<file path="config.mk">
export PLATFORM = sky130hd
export DESIGN_NAME = serial_mp_uart
export DESIGN_NICKNAME = d
export VERILOG_FILES = /design/src/rtl/serial_mp_pkg.sv /design/src/rtl/serial_mp_ctrl.sv /design/src/rtl/serial_mp_dp.sv /design/src/rtl/serial_mp_uart.sv
export SDC_FILE = /design/constraint.sdc
export NUM_CORES = 1
export LEC_CHECK = 0
export BUFFER_PORTS_ARGS = -buffer_cell sky130_fd_sc_hd__clkbuf_2
export CAP_MARGIN = 20
export CORE_ASPECT_RATIO = 0.9
export CORE_UTILIZATION = 45
export DETAILED_ROUTE_END_ITERATION = 8
export HOLD_SLACK_MARGIN = 0.1
export SYNTH_ARGS = -nofsm -noshare
export SYNTH_HDL_FRONTEND = slang
export SYNTH_SLANG_ARGS = --single-unit
export TNS_END_PERCENT = 100
</file>
<file path="constraint.sdc">
create_clock -name clk -period 5.9 [get_ports clk]
set_input_delay 1.77 -clock clk [delete_from_list [all_inputs] [get_ports clk]]
set_output_delay 1.77 -clock clk [all_outputs]
set_load 0.02 [all_outputs]
</file>
<file path="src/rtl/serial_mp_pkg.sv">
package serial_mp_pkg;
  localparam int DATA_MAX  = 9;
  localparam int FRAME_MAX = DATA_MAX + 3;
  localparam int BITCNT_W  = $clog2(FRAME_MAX + 2);
  localparam int ADDR_W    = 2;

  localparam logic [ADDR_W-1:0] A_CFG  = 2'd0;
  localparam logic [ADDR_W-1:0] A_BAUD = 2'd1;
  localparam logic [ADDR_W-1:0] A_DATA = 2'd2;
  localparam logic [ADDR_W-1:0] A_STAT = 2'd3;

  typedef struct packed {
    logic txLoad;
    logic txShift;
    logic rxShift;
    logic rxDone;
  } strobe_t;

  typedef struct packed {
    logic       mpAccept;
    logic       extSel;
    logic       mpMode;
    logic       parOdd;
    logic       parEn;
    logic [1:0] lenSel;
  } cfg_t;
endpackage

</file>
<file path="src/rtl/serial_mp_ctrl.sv">
module serial_mp_ctrl
  import serial_mp_pkg::*;
#(
  parameter int BAUD_W   = 16,
  parameter int OVS_RATE = 16
) (
  input  logic                clk,
  input  logic                rstN,
  input  logic                extSel,
  input  logic [BAUD_W-1:0]   reload,
  input  logic                extClk,
  input  logic                rxd,
  input  logic                holdFull,
  input  logic [BITCNT_W-1:0] frameBits,
  output strobe_t             strb,
  output logic                rxIn
);
  localparam int OVS_W = $clog2(OVS_RATE);
  localparam logic [OVS_W-1:0] LAST_TICK = OVS_W'(OVS_RATE - 1);
  localparam logic [OVS_W-1:0] HALF_TICK = OVS_W'(OVS_RATE / 2 - 1);

  typedef enum logic [1:0] {RX_IDLE, RX_START, RX_DATA, RX_DONE} rx_state_t;

  logic [BAUD_W-1:0]   baudCnt;
  logic [2:0]          extSync;
  logic [2:0]          rxSync;
  logic                tick;
  logic                rxFall;
  logic                txBusy;
  logic [OVS_W-1:0]    txTick;
  logic [BITCNT_W-1:0] txLeft;
  rx_state_t           rxState;
  logic [OVS_W-1:0]    rxTick;
  logic [BITCNT_W-1:0] rxLeft;

  always_ff @(posedge clk or negedge rstN) begin
    if (!rstN) begin
      baudCnt <= '0;
      extSync <= '0;
      rxSync  <= '1;
    end else begin
      baudCnt <= (baudCnt == '0) ? reload : baudCnt - BAUD_W'(1);
      extSync <= {extSync[1:0], extClk};
      rxSync  <= {rxSync[1:0], rxd};
    end
  end

  assign tick   = extSel ? (extSync[1] & ~extSync[2]) : (baudCnt == '0);
  assign rxIn   = rxSync[1];
  assign rxFall = rxSync[2] & ~rxSync[1];

  always_comb begin
    strb         = '0;
    strb.txLoad  = !txBusy && holdFull;
    strb.txShift = txBusy && tick && (txTick == LAST_TICK);
    strb.rxShift = (rxState == RX_DATA) && tick && (rxTick == LAST_TICK);
    strb.rxDone  = (rxState == RX_DONE);
  end

  always_ff @(posedge clk or negedge rstN) begin
    if (!rstN) begin
      txBusy <= 1'b0;
      txTick <= '0;
      txLeft <= '0;
    end else if (strb.txLoad) begin
      txBusy <= 1'b1;
      txTick <= '0;
      txLeft <= frameBits;
    end else if (txBusy && tick) begin
      txTick <= strb.txShift ? '0 : txTick + OVS_W'(1);
      if (strb.txShift) begin
        txLeft <= txLeft - BITCNT_W'(1);
        if (txLeft == BITCNT_W'(1)) txBusy <= 1'b0;
      end
    end
  end

  always_ff @(posedge clk or negedge rstN) begin
    if (!rstN) begin
      rxState <= RX_IDLE;
      rxTick  <= '0;
      rxLeft  <= '0;
    end else begin
      unique case (rxState)
        RX_IDLE: if (rxFall) begin
          rxState <= RX_START;
          rxTick  <= '0;
        end
        RX_START: if (tick) begin
          if (rxTick == HALF_TICK) begin
            rxTick  <= '0;
            rxLeft  <= frameBits - BITCNT_W'(1);
            rxState <= rxIn ? RX_IDLE : RX_DATA;
          end else begin
            rxTick <= rxTick + OVS_W'(1);
          end
        end
        RX_DATA: if (tick) begin
          if (strb.rxShift) begin
            rxTick <= '0;
            rxLeft <= rxLeft - BITCNT_W'(1);
            if (rxLeft == BITCNT_W'(1)) rxState <= RX_DONE;
          end else begin
            rxTick <= rxTick + OVS_W'(1);
          end
        end
        default: rxState <= RX_IDLE;
      endcase
    end
  end

  assert_start_confirm_R8: assert property (@(posedge clk) disable iff (!rstN)
    (rxState == RX_DATA && $past(rxState) == RX_START) |-> !$past(rxIn));

  assert_tick_gap_R6: assert property (@(posedge clk) disable iff (!rstN)
    (!extSel && tick && reload != '0) |=> (!tick || extSel));

  assert_tx_count_live_R2: assert property (@(posedge clk) disable iff (!rstN)
    txBusy |-> (txLeft != '0));
endmodule

</file>
<file path="src/rtl/serial_mp_dp.sv">
module serial_mp_dp
  import serial_mp_pkg::*;
#(
  parameter int BAUD_W = 16
) (
  input  logic                clk,
  input  logic                rstN,
  input  logic                wrEn,
  input  logic                rdEn,
  input  logic [ADDR_W-1:0]   addr,
  input  logic [BAUD_W-1:0]   wrData,
  output logic [BAUD_W-1:0]   rdData,
  input  strobe_t             strb,
  input  logic                rxIn,
  output cfg_t                cfg,
  output logic [BAUD_W-1:0]   reload,
  output logic                holdFull,
  output logic [BITCNT_W-1:0] frameBits,
  output logic                txd,
  output logic                rxFull,
  output logic                errAny
);
  logic [DATA_MAX:0]     txHold;
  logic [FRAME_MAX-1:0]  txShiftReg;
  logic [FRAME_MAX-1:0]  txFrame;
  logic [FRAME_MAX-1:0]  rxShiftReg;
  logic [FRAME_MAX-1:0]  rxAligned;
  logic [DATA_MAX:0]     rxData;
  logic                  parErr, frmErr, ovrErr;
  logic [1:0]            lenIdx;
  logic                  parActive, extraOn;
  logic [BITCNT_W-1:0]   dataBits;
  logic [DATA_MAX-1:0]   dataMask;
  logic [DATA_MAX-1:0]   recvData;
  logic                  recvExtra, recvStop, parBad, accept, commit, takeNew;
  logic                  rdClr, clrWr;

  assign lenIdx    = (cfg.lenSel == 2'd3) ? 2'd2 : cfg.lenSel;
  assign parActive = cfg.parEn & ~cfg.mpMode;
  assign extraOn   = cfg.parEn | cfg.mpMode;
  assign dataBits  = BITCNT_W'(7) + BITCNT_W'(lenIdx) - BITCNT_W'(parActive);
  assign frameBits = dataBits + BITCNT_W'(extraOn) + BITCNT_W'(2);
  assign dataMask  = DATA_MAX'((32'd1 << dataBits) - 32'd1);

  always_comb begin
    txFrame    = '1;
    txFrame[0] = 1'b0;
    for (int i = 0; i < DATA_MAX; i++)
      if (BITCNT_W'(i) < dataBits) txFrame[i + 1] = txHold[i];
    if (extraOn)
      txFrame[dataBits + BITCNT_W'(1)] = cfg.mpMode ? txHold[DATA_MAX]
                                        : ((^(txHold[DATA_MAX-1:0] & dataMask)) ^ cfg.parOdd);
  end

  assign rxAligned = rxShiftReg >> (BITCNT_W'(FRAME_MAX + 1) - frameBits);
  assign recvData  = rxAligned[DATA_MAX-1:0] & dataMask;
  assign recvExtra = extraOn & rxAligned[dataBits];
  assign recvStop  = rxAligned[dataBits + BITCNT_W'(extraOn)];
  assign parBad    = parActive & ((^recvData) ^ cfg.parOdd ^ recvExtra);
  assign accept    = ~cfg.mpMode | cfg.mpAccept | recvExtra;
  assign commit    = strb.rxDone & accept;
  assign takeNew   = commit & ~rxFull;
  assign rdClr     = rdEn & (addr == A_DATA);
  assign clrWr     = wrEn & (addr == A_STAT);
  assign txd       = txShiftReg[0];
  assign errAny    = parErr | frmErr | ovrErr;

  always_ff @(posedge clk or negedge rstN) begin
    if (!rstN) begin
      cfg        <= '0;
      reload     <= '0;
      txHold     <= '0;
      holdFull   <= 1'b0;
      txShiftReg <= '1;
      rxShiftReg <= '1;
      rxData     <= '0;
      rxFull     <= 1'b0;
      parErr     <= 1'b0;
      frmErr     <= 1'b0;
      ovrErr     <= 1'b0;
    end else begin
      if (wrEn && addr == A_CFG)  cfg    <= cfg_t'(wrData[6:0]);
      if (wrEn && addr == A_BAUD) reload <= wrData;
      if (wrEn && addr == A_DATA) begin
        txHold   <= wrData[DATA_MAX:0];
        holdFull <= 1'b1;
      end else if (strb.txLoad) begin
        holdFull <= 1'b0;
      end
      if (strb.txLoad)       txShiftReg <= txFrame;
      else if (strb.txShift) txShiftReg <= {1'b1, txShiftReg[FRAME_MAX-1:1]};
      if (strb.rxShift) rxShiftReg <= {rxIn, rxShiftReg[FRAME_MAX-1:1]};
      if (takeNew) rxData <= {recvExtra & cfg.mpMode, recvData};
      if (takeNew)    rxFull <= 1'b1;
      else if (rdClr) rxFull <= 1'b0;
      if (takeNew && parBad)            parErr <= 1'b1;
      else if (clrWr && wrData[2])      parErr <= 1'b0;
      if (takeNew && !recvStop)         frmErr <= 1'b1;
      else if (clrWr && wrData[3])      frmErr <= 1'b0;
      if (commit && rxFull)             ovrErr <= 1'b1;
      else if (clrWr && wrData[4])      ovrErr <= 1'b0;
    end
  end

  always_comb begin
    rdData = '0;
    unique case (addr)
      A_CFG:   rdData[6:0]        = cfg;
      A_BAUD:  rdData             = reload;
      A_DATA:  rdData[DATA_MAX:0] = rxData;
      default: rdData[4:0]        = {ovrErr, frmErr, parErr, rxFull, ~holdFull};
    endcase
  end

  assert_load_from_full_R4: assert property (@(posedge clk) disable iff (!rstN)
    strb.txLoad |-> holdFull);

  assert_start_bit_low_R2: assert property (@(posedge clk) disable iff (!rstN)
    strb.txLoad |=> !txd);

  assert_overrun_keeps_R10: assert property (@(posedge clk) disable iff (!rstN)
    (strb.rxDone && rxFull && !rdClr) |=> $stable(rxData));

  assert_err_sticky_R11: assert property (@(posedge clk) disable iff (!rstN)
    (parErr && !(clrWr && wrData[2])) |=> parErr);
endmodule

</file>
<file path="src/rtl/serial_mp_uart.sv">
module serial_mp_uart
  import serial_mp_pkg::*;
#(
  parameter int BAUD_W   = 16,
  parameter int OVS_RATE = 16
) (
  input  logic              clk,
  input  logic              rstN,
  input  logic              wrEn,
  input  logic              rdEn,
  input  logic [1:0]        addr,
  input  logic [BAUD_W-1:0] wrData,
  output logic [BAUD_W-1:0] rdData,
  input  logic              rxd,
  input  logic              extClk,
  output logic              txd,
  output logic              irqTx,
  output logic              irqRx
);
  strobe_t             strb;
  cfg_t                cfg;
  logic [BAUD_W-1:0]   reload;
  logic                holdFull, rxIn, rxFull, errAny;
  logic [BITCNT_W-1:0] frameBits;

  serial_mp_ctrl #(.BAUD_W(BAUD_W), .OVS_RATE(OVS_RATE)) u_ctrl (
    .clk(clk), .rstN(rstN), .extSel(cfg.extSel), .reload(reload),
    .extClk(extClk), .rxd(rxd), .holdFull(holdFull), .frameBits(frameBits),
    .strb(strb), .rxIn(rxIn)
  );

  serial_mp_dp #(.BAUD_W(BAUD_W)) u_dp (
    .clk(clk), .rstN(rstN), .wrEn(wrEn), .rdEn(rdEn), .addr(addr),
    .wrData(wrData), .rdData(rdData), .strb(strb), .rxIn(rxIn),
    .cfg(cfg), .reload(reload), .holdFull(holdFull), .frameBits(frameBits),
    .txd(txd), .rxFull(rxFull), .errAny(errAny)
  );

  assign irqTx = ~holdFull;
  assign irqRx = rxFull | errAny;
endmodule

</file>
Yosys cells after proc, flatten, opt, wreduce, memory -nomap -nowiden
Index checks and enable logic that the tools add are counted.
- $add $sub $neg: 13
- multiply operators: 0
- divide/modulo/power cells: 0
- order comparisons: 13
- equality and inequality tests: 18
- shift operators: 2
- mux-type cells: 66
- bitwise gates (word level): 26
- reduce and logical (&&, ||, !) cells: 37
- operators with widths (operator ; number):
    $mux 4 ; 15
    $mux 12 ; 3
    $mux 1 ; 28
    $and 9x9->9 ; 2
    $reduce_bool 2->1 ; 9
    $reduce_xor 9->1 ; 2
    $logic_not 16->1 ; 1
    $lt 3x4->1 const A ; 4
    $mux 16 ; 1
    $mux 2 ; 8
    $sub 16x1->16 const B ; 1
    $logic_and 1x1->1 ; 15
    $lt 4x5->1 const B ; 3
    $pmux 5 s3 ; 1
    $add 4x1->4 const B ; 3
    $bwmux 12 ; 1
    $pmux 2 s3 ; 2
    $pmux 4 s3 ; 1
    $shr 12x4->12 ; 1
    $sub 4x1->4 const B ; 3
    $and 1x1->1 ; 10
    $eq 2x2->1 const B ; 5
    $shl 1x4->9 const A ; 1
    $sub 9x1->9 const B ; 1
    31 further kinds ; 54
- register bits after elaboration: 113
- latch bits: 0
- memory bits (writable): 0
- ROM bits: 0
- output and inout port bits: 19
- logic and storage cells: 200
- memories kept: 0

Logic depth before layout (Yosys ltp)
Gate-level depths: netlist (run 1).
- word-level depth: 16
- depth in mapped cells: 19
- depth with buffers taken out: 17

Modules after synthesis
From an unflattened synthesis (run 1), not the netlist that was laid out.
- cell total of the unflattened synthesis: 682
- area, all modules: 6959.2 sq um
- modules (own cells, without submodules) (module ; instances ; cells an instance ; area an instance (sq um)):
    serial_mp_dp ; 1 ; 437 ; 4629.4
    serial_mp_ctrl ; 1 ; 243 ; 2319.7
    serial_mp_uart ; 1 ; 2 ; 10.0

Least setup slack after synthesis (run 1)
No wires, ideal clock.
- path kind: in2out
- from: input port addr[1]
- to: output port rdData[2]
- arrival time: 2903 ps
- data required time: 4130 ps
- setup slack: 1227 ps
- cell stages on the path: 6
- buffers on the path: 2
- cell sequence: inv_1 -> ha_1 -> clkbuf_1 -> clkbuf_1 -> a222oi_1 -> mux2i_1
- cells in the longest elaborated chain, start to end: 2
- elaborated cells on any way between the ends: 4
- those cells by class: 2 x eq/ne; 1 x mux; 1 x reduce/logical
- ends and longest elaborated chain (what ; RTL line ; source):
    start: declaration ; serial_mp_uart.sv:11 ; input logic [1:0] addr,
    $eq 2x2->1 (tied with other cells) ; serial_mp_dp.sv:107 ; unique case (addr)
    $pmux 5 s3 (*) ; serial_mp_dp.sv:107 ;
    end: declaration ; serial_mp_uart.sv:13 ; output logic [BAUD_W-1:0] rdData,
Every way passes the cells marked *; elsewhere a longest branch is shown, timed or not.

Final worst setup path (run 1)
- from: register, netlist name u_dp.cfg[4]
- to: register u_dp.rxData[6]
- cells in the longest elaborated chain, start to end: 13
- elaborated cells on any way between the ends: 18
- those cells by class: 5 x add/sub; 2 x shift; 2 x mux; 9 x bitwise
- ends and longest elaborated chain (what ; RTL line ; source):
    $not 1->1 ; serial_mp_dp.sv:39, serial_mp_dp.sv:60 ;
    $and 1x1->1 ; serial_mp_dp.sv:39 ; assign parActive = cfg.parEn & ~cfg.mpMode;
    $sub 4x1->4 ; serial_mp_dp.sv:41 ; assign dataBits = BITCNT_W'(7) + BITCNT_W'(lenIdx) - BITCNT_W'(parActive);
    $add 4x1->4 ; serial_mp_dp.sv:42 ; assign frameBits = dataBits + BITCNT_W'(extraOn) + BITCNT_W'(2);
    $add 4x2->4 ; serial_mp_dp.sv:42 ;
    $sub 4x4->4 ; serial_mp_dp.sv:55 ; assign rxAligned = rxShiftReg >> (BITCNT_W'(FRAME_MAX + 1) - frameBits);
    $shr 12x4->12 ; serial_mp_dp.sv:55 ;
    $bmux 1 s4 ; serial_mp_dp.sv:57 ; assign recvExtra = extraOn & rxAligned[dataBits];
    $mux 1 (not written as such) ; serial_mp_dp.sv:57 ;
    $and 1x1->1 ; serial_mp_dp.sv:57 ;
    $or 1x1->1 ; serial_mp_dp.sv:60 ; assign accept = ~cfg.mpMode | cfg.mpAccept | recvExtra;
    $and 1x1->1 ; serial_mp_dp.sv:61 ; assign commit = strb.rxDone & accept;
    $and 1x1->1 ; serial_mp_dp.sv:62 ; assign takeNew = commit & ~rxFull;
    end signal: assignment ; serial_mp_dp.sv:93 ; if (takeNew) rxData <= {recvExtra & cfg.mpMode, recvData};
    end: declaration ; serial_mp_dp.sv:28 ; logic [DATA_MAX:0] rxData;
Several ways; a longest one is shown, not always the timed one. The select of a mux whose other input is x is not followed.
A chain may end at the register's enable or synchronous reset.

==> summary.md, run 1 <==
| Metric | Value |
|---|---|
| Post-Route WL | 17000 um |
| Req. time, crit path | 6.20 ns |
| Post-Syn Area per Cell | 9.86 um^2 |
| Die Ht | 121 um |
| XOR/XNOR Fraction of Synth Area | 5.82% |
| Commonest non-fill, non-tap cells in the layout | 86 x dfrtp_1, 69 x nand2_1, 52 x nor2_1 |
| Asr flop ratio synth | 100% |
| Final setup viols | 0 |
| # H-tree levels | 4 |
| Shortest period the worst path allows | 5.34 ns |
| DP HPWL | 12100 um |
| Critical Path Fanout Max | 14 |
| Fin util | 52.3% |
| Fin area | 8040 um^2 |
| Synth-to-Final Area Change | 14.0% |
| Peak supply drop | 267 uV |
| Vias | 5506 |
| Vias/cell | 5.75 |
| Fin crit share | 90.6% |
| Post-CTS Setup Inserts | 0 |
| Worst setup EP type | register |
| Nets | 796 |
| Die width | 134 um |
| Placed Area | 7380 um^2 |
| Main combinational cell family by area after synthesis | simple AND/OR/NAND/NOR gates |
| Compound-Gate Fraction of Synth Area | 14.1% |
| Routed Antenna Nets | 0 |
| Global-route wire length before repair | 27600 um |
| Reg clk slew, reported paths | 0.06 ns |
| Share of cells above drive strength 1 | 22.2% |
| Clock sink total | 113 |
| Post-synthesis cell area | 7050 um^2 |
| Synth Flop Type | dfrtp_1 |
| Relative slew slack | 34.6% |
| Rows | 43 |
| Pins Over Slew Limit | 0 |
| # port buffers | 42 |
| IO Pins | 43 |
| P_leak | 3.51 nW |
| Grt ovf | 0 |
| Worst Tran Pin Value | 0.977 ns |
| Post-synthesis adder-cell area fraction | 5.07% |
| TritonCTS Buffers | 17 |
| Simple-gate portion of the synthesized area | 15.8% |
| Fin Setup TNS | 0 ns |
| Yosys warns | 0 |
| Status | finished clean |
| CTS Buffer Depth | 2 |
| Hold Fails Final Rpt | 0 |
| CTS hold repair buffers | 0 |
| DRC violations left | 0 |
| Clk_lat worst skew | 0.42 ns |
| Antenna fix cells | 0 |
| Initial core utilization | 45.8% |
| Commonest non-fill, non-tap cell in the layout | dfrtp_1 |
| Max cap viols | 0 |
| Routability cong. | 0.870 |
| Netlist cell types | 75 |
| DRT iter0 DRCs | 377 |
| Critical path type | register to register |
| PwrDens | 495 nW/um^2 |
| Gr usage total | 22.2% |
| EDFF count, synth | 0 |
| Pin count of the biggest net entering global routing | 60 |
| Core ar. | 15400 um^2 |
| Full die area | 16200 um^2 |
| Mapped Cells | 715 |
| Post-synthesis sequential area ratio | 40.6% |
| Tightest Hold Check Type | register to register |
| Initial antenna violation count | 0 |
| Final Skew | 0.0130 ns |
| CTS tree | built |
| CP startpoint kind | register |
| Drt wl/cell | 17.7 um |
| Post-cts resize count | 0 |
| Number of synthesized register bits | 113 |
| Mux cell area share after synthesis | 14.2% |
| Root Buffer | clkbuf_16 |
| Fmax | 0.187 GHz |
| Vias in the first global route | 5368 |
| Crit path DAT | 5.64 ns |
| RSZ-0062 raised after global routing | no |
| Pre-antenna DRT Iters | 8 |
Yosys cell counts (all sizes together), types with 6 or more instances:
| master | number | area [um^2] |
|---|---|---|
| a21oi | 29 | 149 |
| or3 | 6 | 37.5 |
| inv | 32 | 120 |
| nor2b | 14 | 87.6 |
| nor2 | 52 | 195 |
| and2 | 11 | 68.8 |
| a31oi | 8 | 50.1 |
| nand3 | 16 | 80.1 |
| xnor2 | 20 | 183 |
| mux2i | 27 | 270 |
| mux2 | 59 | 664 |
| o21ai | 38 | 190 |
| clkbuf | 24 | 90.1 |
| ha | 27 | 338 |
| nand2b | 10 | 62.6 |
| dfstp | 27 | 709 |
| o31ai | 7 | 52.6 |
| a22oi | 6 | 45.0 |
| xor2 | 13 | 114 |
| nor3b | 10 | 75.1 |
| nand2 | 69 | 259 |
| buf | 17 | 96.3 |
| a222oi | 7 | 70.1 |
| nor3 | 15 | 75.1 |
| a211oi | 8 | 60.1 |
| dfrtp | 86 | 2150 |
metrics by stage:
step	std cells	hold slack, ns	total power, mW	setup slack, ns
6_report	958	0.349	3.98	0.557
4_1_cts	956	0.350	3.97	0.522
3_3_place_gp	925	0.334	2.81	0.783
2_1_floorplan	716	0.331	2.49	1.23
5_1_grt	958	0.352	4.24	0.202
3_5_place_dp	925	0.337	2.85	0.543
metal layers:
metal | wire, um | global-route usage (%)
met5 | 0 | 0
met4 | 376 | 9.09
met2 | 7770 | 33.5
met1 | 8040 | 30.7
met3 | 784 | 4.86
report_power, final:
part           internal (mW)  switching [mW]  leakage [nW]
Combinational          0.742            1.00          1.89
Sequential             0.978           0.173          1.33
Clock                  0.714           0.374         0.290
critical path: stages (launching register included):
cell,delay [ns]
dfrtp_1,0.46
inv_1,0.13
nand2_1,0.09
ha_1,0.19
inv_1,0.07
ha_1,0.47
inv_1,0.15
ha_1,0.23
xor2_1,0.45
ha_1,0.35
xnor2_2,0.18
xnor3_1,0.47
or4_4,0.63
o32a_1,0.20
o221ai_1,0.35
o21ai_1,0.24
buf_4,0.24
mux2_1,0.31
state kept, by name (all words and copies together), names as in the netlist, 2 cells and up:
name             cells
u_ctrl.rxTick        4
u_ctrl.rxSync        3
u_dp.txShiftReg     12
u_dp.cfg             7
u_dp.reload         16
u_ctrl.extSync       3
u_ctrl.baudCnt      16
u_ctrl.rxLeft        4
u_dp.rxShiftReg     12
u_dp.txHold         10
u_ctrl.txLeft        4
u_ctrl.rxState       2
u_dp.rxData         10
u_ctrl.txTick        4
kinds of logic after synthesis:
logic type / Yosys count
and+or+nand+nor: 227
AOI/OAI and AO/OA: 145
DFF: 113
muxes: 89
buffers and inverters: 74
xor gates and xnor gates: 38
adders and majority gates: 28
other: 1
cell type report:
cell class | count | area [um^2]
Clock buffer | 18 | 439
Clock inverter | 13 | 185
Fill cell | 1384 | 7350
Inverter | 33 | 124
Multi-Input combinational cell | 529 | 3880
Sequential cell | 113 | 2860
Tap cell | 202 | 253
Timing Repair Buffer | 50 | 293
path summary, 6_finish.rpt:
kind / start / end / slack (ns) / cells past startpoint
max: u_dp.cfg[4]$_DFFE_PN0P_ / u_dp.rxData[6]$_DFFE_PN0P_ / 0.56 / 17
min: u_ctrl.extSync[0]$_DFF_PN0_ / u_ctrl.extSync[1]$_DFF_PN0_ / 0.35 / 0
max reg2reg: u_dp.cfg[4]$_DFFE_PN0P_ / u_dp.rxData[6]$_DFFE_PN0P_ / 0.56 / 17
min reg2reg: u_ctrl.extSync[0]$_DFF_PN0_ / u_ctrl.extSync[1]$_DFF_PN0_ / 0.35 / 0
max in group asynchronous: rstN / u_ctrl.baudCnt[15]$_DFF_PN0_ / 3.29 / 2
min in group asynchronous: rstN / u_ctrl.rxTick[3]$_DFFE_PN0P_ / 1.42 / 1
Note: power is estimated with default switching activity, not from simulation.
==> inputs of run 2 (changes only) <==
--- a/config.mk
+++ b/config.mk
@@ -11,6 +11,7 @@
 export CORE_UTILIZATION = 45
 export DETAILED_ROUTE_END_ITERATION = 8
 export HOLD_SLACK_MARGIN = 0.1
+export PLACE_DENSITY = 0.62
 export SYNTH_ARGS = -nofsm -noshare
 export SYNTH_HDL_FRONTEND = slang
 export SYNTH_SLANG_ARGS = --single-unit
==> constraint.sdc (replaced) <==
create_clock -name clk -period 6.4 [get_ports clk]
set_input_delay 1.92 -clock clk [delete_from_list [all_inputs] [get_ports clk]]
set_output_delay 1.92 -clock clk [all_outputs]
set_load 0.02 [all_outputs]
==> run 2 against run 1 <==
  * Clock skew down 0.0030 ns
  * Count of clock-buffer cells in the layout up 1
  * Combinational power down 9.8%
  * Worst setup slack better by 0.46 ns
  * Worst hold slack worse by 0.0018 ns
  * Wire length down 2.0%
==> summary.md, run 2 (same netlist as run 1, synthesis figures left out) <==
| Metric | Value |
|---|---|
| Relative slew slack | 30.3% |
| Full die area | 16200 um^2 |
| Seq pwr share | 29.4% |
| Pin count of the biggest net entering global routing | 61 |
| Share of cells above drive strength 1 | 22.0% |
| Reg clk slew, reported paths | 0.06 ns |
| RSZ-0062 raised after global routing | no |
| Nets | 794 |
| Drt wl/cell | 17.4 um |
| Switching power | 1.42 mW |
| CTS hold repair buffers | 0 |
| Post-Route WL | 16600 um |
| Critical path type | register to register |
| Tightest Hold Check Type | register to register |
| Commonest non-fill, non-tap cells in the layout | 86 x dfrtp_1, 69 x nand2_1, 52 x nor2_1 |
| CP startpoint kind | register |
| Post-CTS Setup Inserts | 0 |
| Dpl ws | 1.02 ns |
| Comb power frac | 43.8% |
| Fin util | 51.9% |
| TritonCTS Buffers | 17 |
| Antenna fix cells | 0 |
| Synth-to-Final Area Change | 13.2% |
| DRC violations left | 0 |
| Placed cell count | 924 |
| Hold Fails Final Rpt | 0 |
| # H-tree levels | 4 |
| Gr usage total | 21.8% |
| Vias | 5497 |
| Clock sink total | 113 |
| Initial antenna violation count | 0 |
| Tot Pwr | 3.59 mW |
| Post-route setup slack | 1.02 ns |
| Max cap viols | 0 |
| Fin Setup TNS | 0 ns |
| Fmax | 0.186 GHz |
| Die width | 134 um |
| Routed Antenna Nets | 0 |
| Smallest hold slack | 0.348 ns |
| Worst setup EP type | register |
| Routability cong. | 0.924 |
| Crit path DAT | 5.69 ns |
| Post-cts resize count | 0 |
| Placed Area | 7370 um^2 |
| Die Ht | 121 um |
| CTS Buffer Depth | 2 |
| Commonest non-fill, non-tap cell in the layout | dfrtp_1 |
| Initial core utilization | 45.8% |
| Rows | 43 |
| Final setup viols | 0 |
| Clk pwr share | 26.8% |
| Critical Path Fanout Max | 36 |
| Fin crit share | 84.1% |
| DP HPWL | 12000 um |
| Worst Tran Pin Value | 1.05 ns |
| Vias/cell | 5.74 |
| Clk_lat worst skew | 0.42 ns |
| Internal power component | 2.17 mW |
| IO Pins | 43 |
| CTS tree | built |
| Pins Over Slew Limit | 0 |
| Top Registers | u_ctrl.baudCnt: 16 flops, u_dp.reload: 16 flops |
| DRT iter0 DRCs | 447 |
| Fill cells | 1403 |
| Core ar. | 15400 um^2 |
| R2R setup slack | 1.02 ns |
| # port buffers | 42 |
| Pre-antenna DRT Iters | 7 |
| Fin area | 7980 um^2 |
| Req. time, crit path | 6.70 ns |
| Shortest period the worst path allows | 5.38 ns |
| Vias in the first global route | 5297 |
| Switching Share | 39.7% |
| P_leak | 3.48 nW |
| Fin cells | 957 |
| Global-route wire length before repair | 27100 um |
| Peak supply drop | 252 uV |
| Status | finished clean |
| Final Skew | 0.0100 ns |
| Grt ovf | 0 |
| PwrDens | 450 nW/um^2 |
| Root Buffer | clkbuf_16 |
run 2: final timing paths:
path                                                       to                        start  cells past startpoint
worst max-delay path                  u_dp.parErr$_DFFE_PN0P_      u_dp.cfg[4]$_DFFE_PN0P_                     14
worst min-delay path              u_ctrl.extSync[1]$_DFF_PN0_  u_ctrl.extSync[0]$_DFF_PN0_                      0
worst max register to register        u_dp.parErr$_DFFE_PN0P_      u_dp.cfg[4]$_DFFE_PN0P_                     14
worst min register to register    u_ctrl.extSync[1]$_DFF_PN0_  u_ctrl.extSync[0]$_DFF_PN0_                      0
max in group asynchronous         u_ctrl.extSync[1]$_DFF_PN0_                         rstN                      2
min in group asynchronous       u_ctrl.rxState[1]$_DFFE_PN0P_                         rstN                      1
run 2: critical path, cell delays in order, from the launching register on:
cell,delay (ns)
dfrtp_1,0.43
inv_1,0.14
nand2_1,0.07
ha_1,0.49
ha_1,0.32
fa_1,0.53
buf_4,0.39
ha_1,0.26
xnor2_2,0.16
xnor3_1,0.47
nor4b_1,0.73
xnor3_1,0.45
xnor3_2,0.24
xnor3_1,0.35
a41o_1,0.24
run 2: layout make-up:
class | instances | area (um^2) | area share (%)
clock buffers | 19 | 453 | 5.67
clock inverters | 13 | 148 | 1.85
inverters | 33 | 124 | 1.55
multi-input cells | 529 | 3880 | 48.7
flip-flops and latches | 113 | 2860 | 35.9
well taps | 202 | 253 | 3.17
repair buffers | 48 | 258 | 3.23
run 2: per-layer routing:
layer	wire, um	up-vias	GRT usage [%]
li1	-	2609	-
met1	7680	2717	30.0
met2	7710	145	33.4
met3	904	26	4.53
met4	340	0	8.45
met5	0	-	0
run 2: power groups by stage:
stage          Clock [mW]  Combinational (mW)  Sequential [mW]
2_1_floorplan           0                1.28             1.01
3_3_place_gp            0                1.51             1.06
3_5_place_dp            0                1.55             1.07
4_1_cts             0.977                1.57             1.06
5_1_grt              1.01                1.75             1.08
6_report            0.962                1.57             1.06
